`src/rtl/disp_line_irq_pkg.sv`:
```
package disp_line_irq_pkg;
  localparam int REG_W          = 32;
  localparam int NUM_EVT        = 2;
  localparam int EVT_LINE       = 0;
  localparam int EVT_SYNC       = 1;
  localparam int STAT_BASE      = 16;
  localparam int MASK_BASE      = 0;
  localparam logic [NUM_EVT-1:0] MASK_RST = {NUM_EVT{1'b1}};

  function automatic logic [REG_W-1:0] pack_reg(input logic [NUM_EVT-1:0] stat,
                                                input logic [NUM_EVT-1:0] mask);
    logic [REG_W-1:0] r;
    r = '0;
    r[STAT_BASE +: NUM_EVT] = stat;
    r[MASK_BASE +: NUM_EVT] = mask;
    return r;
  endfunction
endpackage

```
`src/rtl/line_edge_detect.sv`:
```
module line_edge_detect #(
  parameter int LINE_W = 11
) (
  input  logic              clk,
  input  logic              rst_n,
  input  logic [LINE_W-1:0] count,
  input  logic [LINE_W-1:0] compare,
  output logic              hit
);
  logic eq_now;
  logic eq_prev;

  assign eq_now = (count == compare);

  always_ff @(posedge clk or negedge rst_n) begin
    if (!rst_n) eq_prev <= 1'b0;
    else        eq_prev <= eq_now;
  end

  // only the first cycle of equality is an event
  assign hit = eq_now & ~eq_prev;
endmodule

```
`src/rtl/sync_loss_detect.sv`:
```
module sync_loss_detect (
  input  logic clk,
  input  logic rst_n,
  input  logic frame_end,
  input  logic lock_en,
  input  logic lock_timeout_en,
  input  logic video_valid,
  output logic loss,
  output logic fallback
);
  assign loss = frame_end & lock_en & lock_timeout_en & ~video_valid;

  always_ff @(posedge clk or negedge rst_n) begin
    if (!rst_n) fallback <= 1'b0;
    else        fallback <= loss;
  end
endmodule

```
`src/rtl/sticky_status_bit.sv`:
```
module sticky_status_bit (
  input  logic clk,
  input  logic rst_n,
  input  logic set_i,
  input  logic clr_i,
  output logic q
);
  always_ff @(posedge clk or negedge rst_n) begin
    if (!rst_n)     q <= 1'b0;
    else if (set_i) q <= 1'b1;   // set has priority over a software clear
    else if (clr_i) q <= 1'b0;
  end
endmodule

```
`src/rtl/disp_line_irq.sv`:
```
module disp_line_irq
  import disp_line_irq_pkg::*;
#(
  parameter int LINE_W = 11
) (
  input  logic              clk,
  input  logic              rst_n,
  input  logic              reg_wr_en,
  input  logic [REG_W-1:0]  reg_wr_data,
  output logic [REG_W-1:0]  reg_rd_data,
  input  logic [LINE_W-1:0] vert_count,
  input  logic [LINE_W-1:0] line_compare,
  input  logic              frame_end,
  input  logic              lock_en,
  input  logic              lock_timeout_en,
  input  logic              video_valid,
  output logic              irq_out,
  output logic              timing_fallback
);
  logic [NUM_EVT-1:0] evt_set;
  logic [NUM_EVT-1:0] evt_clr;
  logic [NUM_EVT-1:0] stat_q;
  logic [NUM_EVT-1:0] mask_q;
  logic line_hit;
  logic sync_loss;

  line_edge_detect #(.LINE_W(LINE_W)) u_line (
    .clk(clk), .rst_n(rst_n), .count(vert_count), .compare(line_compare), .hit(line_hit)
  );

  sync_loss_detect u_sync (
    .clk(clk), .rst_n(rst_n), .frame_end(frame_end), .lock_en(lock_en),
    .lock_timeout_en(lock_timeout_en), .video_valid(video_valid),
    .loss(sync_loss), .fallback(timing_fallback)
  );

  always_comb begin
    evt_set = '0;
    evt_set[EVT_LINE] = line_hit;
    evt_set[EVT_SYNC] = sync_loss;
  end

  for (genvar i = 0; i < NUM_EVT; i++) begin : g_stat
    assign evt_clr[i] = reg_wr_en & reg_wr_data[STAT_BASE + i];
    sticky_status_bit u_bit (
      .clk(clk), .rst_n(rst_n), .set_i(evt_set[i]), .clr_i(evt_clr[i]), .q(stat_q[i])
    );
  end

  always_ff @(posedge clk or negedge rst_n) begin
    if (!rst_n)         mask_q <= MASK_RST;
    else if (reg_wr_en) mask_q <= reg_wr_data[MASK_BASE +: NUM_EVT];
  end

  assign reg_rd_data = pack_reg(stat_q, mask_q);
  assign irq_out     = |(stat_q & ~mask_q);
endmodule

```
`config.mk`:
```
export PLATFORM = sky130hd
export DESIGN_NAME = disp_line_irq
export DESIGN_NICKNAME = d
export VERILOG_FILES = /design/src/rtl/disp_line_irq_pkg.sv /design/src/rtl/line_edge_detect.sv /design/src/rtl/sync_loss_detect.sv /design/src/rtl/sticky_status_bit.sv /design/src/rtl/disp_line_irq.sv
export SDC_FILE = /design/constraint.sdc
export NUM_CORES = 1
export LEC_CHECK = 0
export ABC_CLOCK_PERIOD_IN_PS = 1510
export BUFFER_PORTS_ARGS = -buffer_cell sky130_fd_sc_hd__buf_2
export CAP_MARGIN = 20
export CORE_MARGIN = 3
export CORE_UTILIZATION = 30
export DETAILED_ROUTE_END_ITERATION = 16
export PLACE_DENSITY = 0.95
export SETUP_SLACK_MARGIN = 0.1
export SKIP_LAST_GASP = 1
export SYNTH_ARGS = -nofsm -noshare
export SYNTH_HDL_FRONTEND = slang
export SYNTH_SLANG_ARGS = --single-unit
```
`constraint.sdc`:
```
create_clock -name clk -period 1.51 [get_ports clk]
set_clock_uncertainty 0.2 [all_clocks]
set_input_delay 0.0755 -clock clk [delete_from_list [all_inputs] [get_ports clk]]
set_output_delay 0.0755 -clock clk [all_outputs]
set_load 0.01 [all_outputs]
```
==> summary.md <==
| Metric | Value |
|---|---|
| Ys Warns | `0` |
| CP startpoint kind | `input port` |
| Critical path arrival | `1.24 ns` |
| Worst-case clock buffer depth | `2` |
| Hold path depth | `3` |
| I/O pin cnt | `95` |
| Final period util | `86.6%` |
| Total number of H-tree levels | `1` |
| Final Hold Viols | `0` |
| Multi-input gate area | `300 um2` |
| ANT cells | `0` |
| Hold path startpoint | `vert_count[4]` |
| Largest net degree at the start of global routing | `5` |
| LEAKAGE | `0.000485 uW` |
| Post-Syn Instances | `64` |
| CTS Hold Bufs | `15` |
| Mean area per synthesized cell | `9.13 um2` |
| First DRT Iteration DRCs | `1` |
| Initial Utilization | `32.8%` |
| GRT Total Usage | `11.4%` |
| Core ar. | `1780 um2` |
| Setup ws final | `0.202 ns` |
| Final core occ | `47.9%` |
| Cts repair resizes | `0` |
| RR Startpoint | `u_line.eq_prev` |
| Initial antenna violation count | `0` |
| Crit path kind | `input port to flip-flop` |
| Pre-CTS setup slack | `0.279 ns` |
| Reg2reg path depth | `1` |
| HP Class | `input port to flip-flop` |
| CP endpoint kind | `flip-flop` |
| Worst-path fanout max | `2` |
| Critical Path RT | `1.44 ns` |
| Post-CTS Setup Inserts | `0` |
| First-pass GRT wire length | `2.17 mm` |
| TritonCTS clock tree | `built` |
| Sink Count | `6` |
| Layout cell share with drive strength beyond 1 | `39.3%` |
| Vias in the first global route | `556` |
| Final setup TNS | `0 ns` |
| Hold worst-path end | `u_line.eq_prev` |
| Worst R2R End | `g_stat[0].u_bit.q` |
| Outcome | `finished clean` |
| Vias per inst | `3.66` |
| Pre-antenna DRT Iters | `2` |
| Clock slew at reported path FFs | `0.04 ns` |
| # Max-Cap Violations | `0` |
| Worst reg2reg setup slack | `0.53 ns` |
| IO buf count | `38` |
| Hold WS | `0.0235 ns` |
| Register bit total from synthesis | `6` |
| Max-slew violations | `0` |
| Layout area overhead | `46.3%` |
| Fill count | `175` |
| Routed length per instance | `9.45 um` |
| Peak Freq | `0.764 GHz` |
| Detailed Route WL | `1.34 mm` |
| Clk_lat worst skew | `0.23 ns` |
| Max VDD drop | `0.000278 V` |
| Die Wd | `50.1 um` |
| Synth unique cells | `15` |
| Placed insts | `124` |
| Crit. Startpoint | `line_compare[10]` |
| Sequential-to-total area share from yosys stat | `26.1%` |
| Final GP Congestion | `0.615` |
| DP HPWL | `1.04 mm` |
| Cell Rows | `15` |
| GR Overflow Total | `0` |
| DRT antenna net count | `0` |
| Die area | `2510 um2` |
| Commonest non-fill, non-tap cells in the layout | `buf_2 (38), conb_1 (28), dlygate4sd3_1 (15)` |
| Synth Cell Area | `584 um2` |
| Min cycle time layout | `1.31 ns` |
| Die Y | `50.1 um` |
| Register area | `153 um2` |
| Total CTS buffers | `3` |
| CTS root buf | `clkbuf_4` |
| RSZ-0062 raised after global routing | `no` |
| Pwr dens | `571 nW/um2` |
| Via count | `520` |
| Final setup fails | `0` |
| Fin nets | `180` |
| Cell Count, Final, Fillers Out | `142` |
| Residual DRC | `0` |
| Most common cell after layout, fill and taps aside | `buf_2` |
-- worst max-delay path by stage --
stage,to,slack [ns],cells past startpoint
floorplan,g_stat[0].u_bit.q,0.46,4
global placement,g_stat[0].u_bit.q,0.27,5
detailed placement,g_stat[0].u_bit.q,0.28,5
CTS,g_stat[0].u_bit.q,0.20,5
global route,g_stat[0].u_bit.q,0.13,5
finish,g_stat[0].u_bit.q,0.20,5
-- cell families (layout without fill, tap and decap cells) --
family / after synthesis / count (layout) / synth area share [%]
buf+inv: 32 / 58 / 39.8
xor+xnor: 11 / 11 / 16.5
simple gates: 9 / 9 / 7.92
flops: 6 / 6 / 26.1
compound gates: 3 / 3 / 5.14
mux: 2 / 2 / 3.85
other cells: 1 / 28 / 0.642
-- cells in the mapped netlist (all sizes together) --
master | number | area share, %
nor4 | 2 | 2.1
xnor2 | 2 | 3.0
dfstp | 2 | 9.0
a21o | 1 | 1.3
mux2 | 2 | 3.9
and4b | 1 | 1.7
conb | 1 | 0.64
nand2 | 5 | 3.2
inv | 2 | 1.3
buf | 30 | 39
nor3 | 1 | 0.86
dfrtp | 4 | 17
o22ai | 1 | 1.1
o41ai | 1 | 2.8
xor2 | 9 | 13
-- per-layer routing --
metal | global-route usage, % | up-vias | wire length (um)
met5 | 0 | - | 0
met4 | 7.83 | 0 | 29
met3 | 2.67 | 2 | 125
met2 | 23.3 | 30 | 826
met1 | 9.21 | 233 | 361
li1 | - | 255 | -
-- where the power goes --
group | total, uW | internal [uW] | switching [uW]
clock network | 138 | 89.3 | 48.7
logic | 169 | 85.5 | 83.6
registers | 181 | 175 | 6.21
-- sequential cells by signal (all words and copies together), names as in the netlist --
register         count
u_sync.fallback      1
g_stat.u_bit.q       2
mask_q               2
u_line.eq_prev       1
-- final cells by class --
| type | instances | area share (%) |
|---|---|---|
| clock buffer | 3 | 2.64 |
| inverter | 2 | 0.878 |
| multi-input combinational | 53 | 35.1 |
| sequential | 6 | 17.9 |
| tap | 25 | 3.66 |
| timing repair buffer | 53 | 39.8 |
-- stage by stage --
| step | area (um2) | power, uW |
|---|---|---|
| final | 855 | 488 |
| after global routing | 855 | 526 |
| after CTS | 855 | 489 |
| after detailed placement | 682 | 320 |
| after global placement | 682 | 316 |
| after floorplan | 686 | 313 |
-- critical path, cell delays in order --
cell and delay (ns):
dlygate4sd3_1 0.54, buf_2 0.13, xnor2_1 0.14, nand2_1 0.09
o41ai_2 0.27
(Power assumes the default switching activity.)
